`src/rtl/usec_tick_pkg.sv`:
```
package usec_tick_pkg;

  localparam int UT_FIELD_W = 8;
  localparam int UT_CFG_W   = 2 * UT_FIELD_W;
  localparam int UT_ACC_W   = UT_FIELD_W + 1;

  typedef logic [UT_ACC_W-1:0] acc_t;

  // high byte: ticks per period minus one; low byte: cycles per period minus one
  typedef struct packed {
    logic [UT_FIELD_W-1:0] den_m1;
    logic [UT_FIELD_W-1:0] num_m1;
  } ratio_cfg_t;

  typedef struct packed {
    acc_t acc;
    logic hit;
  } step_t;

  function automatic acc_t cfg_num(input ratio_cfg_t c);
    return acc_t'({1'b0, c.num_m1}) + acc_t'(1);
  endfunction

  function automatic acc_t cfg_den(input ratio_cfg_t c);
    return acc_t'({1'b0, c.den_m1}) + acc_t'(1);
  endfunction

  // One reference cycle of the remainder accumulator. The remainder is
  // clamped below the period length so that ratios under one saturate.
  function automatic step_t acc_step(input acc_t acc, input ratio_cfg_t c);
    step_t r;
    acc_t  num;
    acc_t  sum;
    acc_t  rem;
    num = cfg_num(c);
    sum = acc + cfg_den(c);
    rem = sum - num;
    if (sum >= num) begin
      r.hit = 1'b1;
      r.acc = (rem >= num) ? (num - acc_t'(1)) : rem;
    end else begin
      r.hit = 1'b0;
      r.acc = sum;
    end
    return r;
  endfunction

endpackage

```
`src/rtl/ut_ratio_regs.sv`:
```
module ut_ratio_regs
  import usec_tick_pkg::*;
#(
  parameter int         ADDR_W    = 4,
  parameter int         DATA_W    = 32,
  parameter logic [3:0] OFS_RATIO = 4'h4,
  parameter logic [3:0] OFS_HOLD  = 4'hC,
  parameter logic [15:0] RATIO_RST = 16'h000B
) (
  input  logic              clk,
  input  logic              rst_n,
  input  logic              wr_en,
  input  logic [ADDR_W-1:0] wr_addr,
  input  logic [DATA_W-1:0] wr_data,
  input  logic              freeze_in,
  output ratio_cfg_t        cfg,
  output logic              cfg_wr,
  output logic              hold_bit,
  output logic              frozen
);

  logic hold_wr;
  logic unused_wdata;

  assign cfg_wr  = wr_en && (wr_addr == ADDR_W'(OFS_RATIO));
  assign hold_wr = wr_en && (wr_addr == ADDR_W'(OFS_HOLD));
  assign unused_wdata = ^wr_data[DATA_W-1:UT_CFG_W];

  always_ff @(posedge clk or negedge rst_n) begin
    if (!rst_n) begin
      cfg <= ratio_cfg_t'(RATIO_RST);
    end else if (cfg_wr) begin
      cfg <= ratio_cfg_t'(wr_data[UT_CFG_W-1:0]);
    end
  end

  always_ff @(posedge clk or negedge rst_n) begin
    if (!rst_n) begin
      hold_bit <= 1'b0;
    end else if (hold_wr) begin
      hold_bit <= wr_data[0];
    end
  end

  assign frozen = hold_bit | freeze_in;

endmodule

```
`src/rtl/ut_frac_accum.sv`:
```
module ut_frac_accum
  import usec_tick_pkg::*;
(
  input  logic       clk,
  input  logic       rst_n,
  input  ratio_cfg_t cfg,
  input  logic       cfg_wr,
  output acc_t       acc,
  output logic       hit,
  output logic       tick_q
);

  step_t nxt;

  always_comb begin
    nxt = acc_step(acc, cfg);
    hit = nxt.hit;
  end

  always_ff @(posedge clk or negedge rst_n) begin
    if (!rst_n) begin
      acc    <= '0;
      tick_q <= 1'b0;
    end else if (cfg_wr) begin
      acc    <= '0;
      tick_q <= 1'b0;
    end else begin
      acc    <= nxt.acc;
      tick_q <= nxt.hit;
    end
  end

endmodule

```
`src/rtl/ut_usec_counter.sv`:
```
module ut_usec_counter #(
  parameter int CNT_W = 32
) (
  input  logic             clk,
  input  logic             rst_n,
  input  logic             step,
  output logic [CNT_W-1:0] count
);

  always_ff @(posedge clk or negedge rst_n) begin
    if (!rst_n) begin
      count <= '0;
    end else if (step) begin
      count <= count + CNT_W'(1);
    end
  end

endmodule

```
`src/rtl/usec_tick_gen.sv`:
```
module usec_tick_gen
  import usec_tick_pkg::*;
#(
  parameter int          ADDR_W    = 4,
  parameter int          DATA_W    = 32,
  parameter int          CNT_W     = 32,
  parameter logic [3:0]  OFS_COUNT = 4'h0,
  parameter logic [3:0]  OFS_RATIO = 4'h4,
  parameter logic [3:0]  OFS_HOLD  = 4'hC,
  parameter logic [15:0] RATIO_RST = 16'h000B
) (
  input  logic              clk,
  input  logic              rst_n,
  input  logic              wr_en,
  input  logic [ADDR_W-1:0] wr_addr,
  input  logic [DATA_W-1:0] wr_data,
  input  logic [ADDR_W-1:0] rd_addr,
  output logic [DATA_W-1:0] rd_data,
  input  logic              freeze_in,
  output logic              tick_o
);

  localparam int CFG_PAD = DATA_W - UT_CFG_W;
  localparam int CNT_PAD = DATA_W - CNT_W;

  ratio_cfg_t       cfg;
  logic             cfg_wr;
  logic             hold_bit;
  logic             frozen;
  acc_t             acc;
  logic             hit;
  logic             cnt_step;
  logic [CNT_W-1:0] count;

  ut_ratio_regs #(
    .ADDR_W   (ADDR_W),
    .DATA_W   (DATA_W),
    .OFS_RATIO(OFS_RATIO),
    .OFS_HOLD (OFS_HOLD),
    .RATIO_RST(RATIO_RST)
  ) regs_i (
    .clk      (clk),
    .rst_n    (rst_n),
    .wr_en    (wr_en),
    .wr_addr  (wr_addr),
    .wr_data  (wr_data),
    .freeze_in(freeze_in),
    .cfg      (cfg),
    .cfg_wr   (cfg_wr),
    .hold_bit (hold_bit),
    .frozen   (frozen)
  );

  ut_frac_accum accum_i (
    .clk   (clk),
    .rst_n (rst_n),
    .cfg   (cfg),
    .cfg_wr(cfg_wr),
    .acc   (acc),
    .hit   (hit),
    .tick_q(tick_o)
  );

  // the counter steps on the same edge that registers the tick
  assign cnt_step = hit && !frozen && !cfg_wr;

  ut_usec_counter #(.CNT_W(CNT_W)) cnt_i (
    .clk  (clk),
    .rst_n(rst_n),
    .step (cnt_step),
    .count(count)
  );

  logic [DATA_W-1:0] cnt_word;
  generate
    if (CNT_PAD > 0) begin : g_cnt_pad
      assign cnt_word = {{CNT_PAD{1'b0}}, count};
    end else begin : g_cnt_full
      assign cnt_word = count;
    end
  endgenerate

  always_comb begin
    if (rd_addr == ADDR_W'(OFS_COUNT)) begin
      rd_data = cnt_word;
    end else if (rd_addr == ADDR_W'(OFS_RATIO)) begin
      rd_data = {{CFG_PAD{1'b0}}, cfg};
    end else if (rd_addr == ADDR_W'(OFS_HOLD)) begin
      rd_data = {{(DATA_W-1){1'b0}}, hold_bit};
    end else begin
      rd_data = '0;
    end
  end

endmodule

```
`config.mk`:
```
export PLATFORM = sky130hd
export DESIGN_NAME = usec_tick_gen
export DESIGN_NICKNAME = d
export VERILOG_FILES = /design/src/rtl/usec_tick_pkg.sv /design/src/rtl/ut_ratio_regs.sv /design/src/rtl/ut_frac_accum.sv /design/src/rtl/ut_usec_counter.sv /design/src/rtl/usec_tick_gen.sv
export SDC_FILE = /design/constraint.sdc
export NUM_CORES = 1
export LEC_CHECK = 0
export BUFFER_PORTS_ARGS = -buffer_cell sky130_fd_sc_hd__clkbuf_2
export CAP_MARGIN = 15
export CORE_UTILIZATION = 39
export DETAILED_ROUTE_END_ITERATION = 8
export GPL_TIMING_DRIVEN = 0
export PLACE_DENSITY = 0.66
export SLEW_MARGIN = 15
export SYNTH_ARGS = -nofsm -noshare
export SYNTH_HDL_FRONTEND = slang
export SYNTH_SLANG_ARGS = --single-unit
```
`constraint.sdc`:
```
create_clock -name clk -period 9.6 [get_ports clk]
set_clock_uncertainty 0.05 [all_clocks]
set_input_delay 1.92 -clock clk [delete_from_list [all_inputs] [get_ports clk]]
set_output_delay 1.92 -clock clk [all_outputs]
set_load 0.05 [all_outputs]
```
### Yosys cells after proc, flatten, opt, wreduce, memory -nomap -nowiden

Cells that the tools add are included.

| word-level totals | value |
|---|---|
| register bits after elaboration | 59 |
| input port bits | 44 |
| output and inout bits | 33 |

| operators by class | value |
|---|---|
| $add $sub $neg | 6 |
| order comparisons | 2 |
| eq/ne operators | 4 |
| muxes and demuxes | 7 |
| bitwise logic cells | 1 |
| reductions and logical operators | 7 |

Operators with widths:

| operator | number |
|---|---|
| $add 32x1->32 const B | 1 |
| $mux 32 | 1 |
| $add 8x1->9 const B | 2 |
| $ge 9x9->1 | 2 |
| $mux 9 | 2 |
| $mux 16 | 1 |
| $mux 10 | 1 |
| $add 9x9->9 | 1 |
| $sub 9x1->9 const B | 1 |
| $sub 9x9->9 | 1 |
| $eq 4x3->1 const B | 2 |
| $eq 4x4->1 const B | 2 |
| $logic_and 1x1->1 | 4 |
| $logic_not 4->1 | 1 |
| $logic_not 1->1 | 2 |
| $mux 1 | 2 |
| $or 1x1->1 | 1 |

### Logic depth before layout (Yosys ltp)

| logic depth | value |
|---|---|
| word-level depth | 8 |
| gate-level depth with buffers | 21 |
| gate-level depth less buffers | 20 |

### Cells and area by module

From an unflattened synthesis, not the netlist that was laid out.

| second synthesis, totals | value |
|---|---|
| cells, all modules | 429 |
| area, all modules | 4,311.6 µm² |

By module, submodules not included:

| module | instances | cells an instance | area each (µm²) |
|---|---|---|---|
| ut_frac_accum | 1 | 224 | 1,789.2 |
| ut_usec_counter | 1 | 123 | 1,448.9 |
| ut_ratio_regs | 1 | 40 | 711.9 |
| usec_tick_gen | 1 | 42 | 361.6 |

### Worst setup path after synthesis

Ideal clock, no wire load.

| timing path | value |
|---|---|
| path type | input to output |
| from | input rd_addr[1] |
| to | output rd_data[10] |
| data arrival time | 3.360 ns |
| data required time | 7.630 ns |
| path slack | 4.270 ns |
| stages | 3 |
| path buffers | 1 |
| cell sequence | nor4b_1 clkbuf_1 a22o_1 |

| on the way | value |
|---|---|
| longest elaborated chain between the ends | 3 |

RTL lines:

| what | line | source |
|---|---|---|
| from (decl) | usec_tick_gen.sv:17 | `input logic [ADDR_W-1:0] rd_addr,` |
| $eq 4x3->1 | usec_tick_gen.sv:86 | `end else if (rd_addr == ADDR_W'(OFS_RATIO)) begin` |
| $mux 16 | usec_tick_gen.sv:86 |  |
| $mux 32 (*) | usec_tick_gen.sv:84 | `if (rd_addr == ADDR_W'(OFS_COUNT)) begin` |
| to (decl) | usec_tick_gen.sv:18 | `output logic [DATA_W-1:0] rd_data,` |

Every way passes the cells marked *; elsewhere a longest branch is shown, timed or not.

### Worst setup path after layout

| timing path | value |
|---|---|
| from | input rd_addr[1] |
| to | output rd_data[5] |

Same word-level chain as after synthesis.

==> metrics.md <==
| Metric | Value |
|---|---|
| Slew @ Worst Pin | `901.3 ps` |
| Simple-gate share of the synthesized area | `18.91%` |
| Initial Util | `40.30%` |
| Post-synthesis compound-gate area fraction | `12.65%` |
| FFs w/ async S/R, synth | `100.0%` |
| Clock insertion delay at the later pin of the skew report | `350 ps` |
| Initial antenna violation count | `0` |
| Most common cell after layout, fill and taps aside | `clkbuf_2` |
| Critical Path RT | `7630 ps` |
| Routability Congestion | `0.9727` |
| Antenna Cells | `0` |
| Post-synth EDFFs | `0` |
| Vias in the first global route | `3,006` |
| Critical Path Source Type | `input pin` |
| Clock transition at path regs | `80 ps` |
| Hold EP | `cnt_i.count[31]$_DFFE_PN0P_` |
| DIE HEIGHT | `102.7 microns` |
| Setup WS pre-CTS | `3788 ps` |
| DP HPWL | `7566 microns` |
| Post-synthesis cell type count | `45` |
| Final net count | `559` |
| Total Routing Usage GR | `18.97%` |
| Die X | `102.7 microns` |
| Setup-failing EPs final | `0` |
| Ports | `77` |
| Vias/cell | `5.266` |
| Top cells by area, synth | `dfrtp_1, xnor2_1, ha_1, mux2_2, nand2_1` |
| Post-Route Utilization | `47.57%` |
| Crit-path max FO | `10` |
| Worst r2r path cells | `19` |
| Post-CTS Hold Fix Bufs | `0` |
| Total CTS buffers | `9` |
| Synthesized area per cell | `9.582 sq um` |
| Crit-path slowest cell | `nor4_1` |
| CTS Sinks | `59` |
| H-Tree Depth | `3` |
| Pins Over Slew Limit | `0` |
| Row count | `36` |
| Routed wire length | `9416 microns` |
| Synth area leader | `dfrtp_1` |
| Critical path, cell by cell | `clkbuf_2 > nor4_1 > clkbuf_1 > a22o_1 > clkbuf_2` |
| Wire length per cell | `15.11 microns` |
| Share of post-route cells with drive strength above 1 | `20.82%` |
| Die area | `10,550 sq um` |
| Max Cap Viol | `0` |
| Worst R2R Setup Slack | `4620 ps` |
| Sequential share of the synthesized area | `37.40%` |
| Synth warn | `0` |
| Final Cycle Share | `59.86%` |
| Largest net degree at the start of global routing | `36` |
| Hold Fails Final Rpt | `0` |
| Cells after Synth | `413` |
| WHS | `421.0 ps` |
| Number of synthesized register bits | `59` |
| Worst Hold Class | `reg -> reg` |
| Resized Gates After CTS | `0` |
| Setup TNS | `0 ps` |
| TritonCTS clock tree | `built` |
| Rel. slew slack | `39.07%` |
| Worst r2r src | `regs_i.cfg[8]$_DFFE_PN0P_` |
| WHS Path Cells | `1` |
| Min-delay src | `cnt_i.count[31]$_DFFE_PN0P_` |
| RSZ-0062 raised after global routing | `no` |
| Crit end category | `output pin` |
| Area growth from synthesis to layout | `18.02%` |
| Kind of critical path | `in -> out` |
| Most used cell, CP | `clkbuf_2` |
| Post-route ant nets | `0` |
| Clk root buf | `clkbuf_8` |
| Post-synthesis mux area share | `5.501%` |
| Max clock buf depth | `2` |
| Synth Area in Adders | `9.864%` |
| Max Freq | `174.0 MHz` |
| Outcome | `finished, final reports clean` |
| R2R Path End | `accum_i.acc[8]$_DFF_PN0_` |
| Post-CTS setup repair buffer count | `0` |
| Main combinational cell family by area after synthesis | `simple AND/OR/NAND/NOR gates` |
| Core area | `9819 sq um` |
| Congestion Overflow GR | `0` |
| Post-synthesis xor/xnor area fraction | `12.84%` |
| Final min period | `5747 ps` |
| Syn Std Cell Area | `3958 sq um` |
| Most frequent cells in the layout | `clkbuf_2, dfrtp_1, xnor2_1` |
| DR pass1 iterations | `5` |
| Primary FF master, synth | `dfrtp_1` |
| Drc violations | `0` |
| Initial DRC Count | `140` |
| Worst setup margin | `3853 ps` |
| Syn Nets | `487` |
| First-pass GRT wire length | `15,270 microns` |
| DR vias | `3,281` |
| Top-area cell type share of the netlist area | `35.41%` |
| CP arrival | `3780 ps` |
| # port buffers | `60` |
| Slowest cell delay on critical path | `750 ps` |
[how the worst max path moves through the flow]
stage          startpoint           to  slack [ps]  depth (start not counted)
6_report       rd_addr[1]   rd_data[5]        3850                          5
5_1_grt        rd_addr[1]   rd_data[6]        3700                          5
4_1_cts        rd_addr[1]   rd_data[7]        3790                          5
3_5_place_dp   rd_addr[1]   rd_data[7]        3790                          5
3_3_place_gp   rd_addr[1]   rd_data[7]        3850                          5
2_1_floorplan  rd_addr[1]  rd_data[10]        4270                          3
[cell families after synthesis]
kind of cell	after synthesis
muxes	20
AOI/OAI and AO/OA	69
xor gates and xnor gates	58
DFF	59
and+or+nand+nor	147
buffers and inverters	30
adders and majority gates	30
[cells in the mapped netlist (2+ instances only)]
cell and instances:
mux2_2 14, inv_1 13, nand2_1 38, nor2b_1 4, o2111ai_1 2, nor4_1 3, o21a_1 3, xor2_1 16
dfstp_2 3, ha_1 28, and4_1 2, fa_1 2, a211oi_1 2, nand2b_1 2, a21o_1 3, and3_1 6
nor3_1 8, a22o_1 15, xnor2_1 42, a21oi_1 16, nand3_1 16, o211ai_1 5, a31oi_1 3, nand4_1 17
clkbuf_1 17, a31o_2 2, and2_1 17, o21ai_0 11, nor2_1 27, dfrtp_1 56, mux2i_1 6
[sequential cells by signal, indices dropped and copies added, names as in the netlist]
register and count:
accum_i.acc 9, accum_i.tick_q 1, regs_i.hold_bit 1, regs_i.cfg 16
cnt_i.count 32
[per-layer routing]
layer | GRT usage (%) | vias up | part of all wire, %
li1 | - | 1624 | -
met1 | 26.05 | 1545 | 48
met2 | 29.59 | 98 | 46
met3 | 4.339 | 14 | 4.6
met4 | 6.067 | 0 | 1.5
met5 | 0 | - | 0
[per-stage QoR]
stage / area (sq um) / cells
after floorplan: 3958 / 413
after global placement: 4424 / 606
after detailed placement: 4447 / 607
after CTS: 4671 / 623
after global routing: 4671 / 623
final: 4671 / 623
[layout make-up]
class                           count  area [sq um]
Fill cell                         959          5149
Multi-Input combinational cell    324          2365
Inverter                           13         48.80
Clock inverter                      7         100.1
Buffer                             17         63.81
Timing Repair Buffer               61         322.8
Clock buffer                        9         123.9
Sequential cell                    59          1480
Tap cell                          133         166.4
[critical path, delay by kind of cell]
family / cells / cell delay, ps
buffers and inverters: 3 / 850
AO/OA/AOI/OAI: 1 / 260
AND/OR/NAND/NOR: 1 / 750
Power is not shown: default switching activity piles up to over one toggle a cycle in this logic, so the estimate is an artifact.
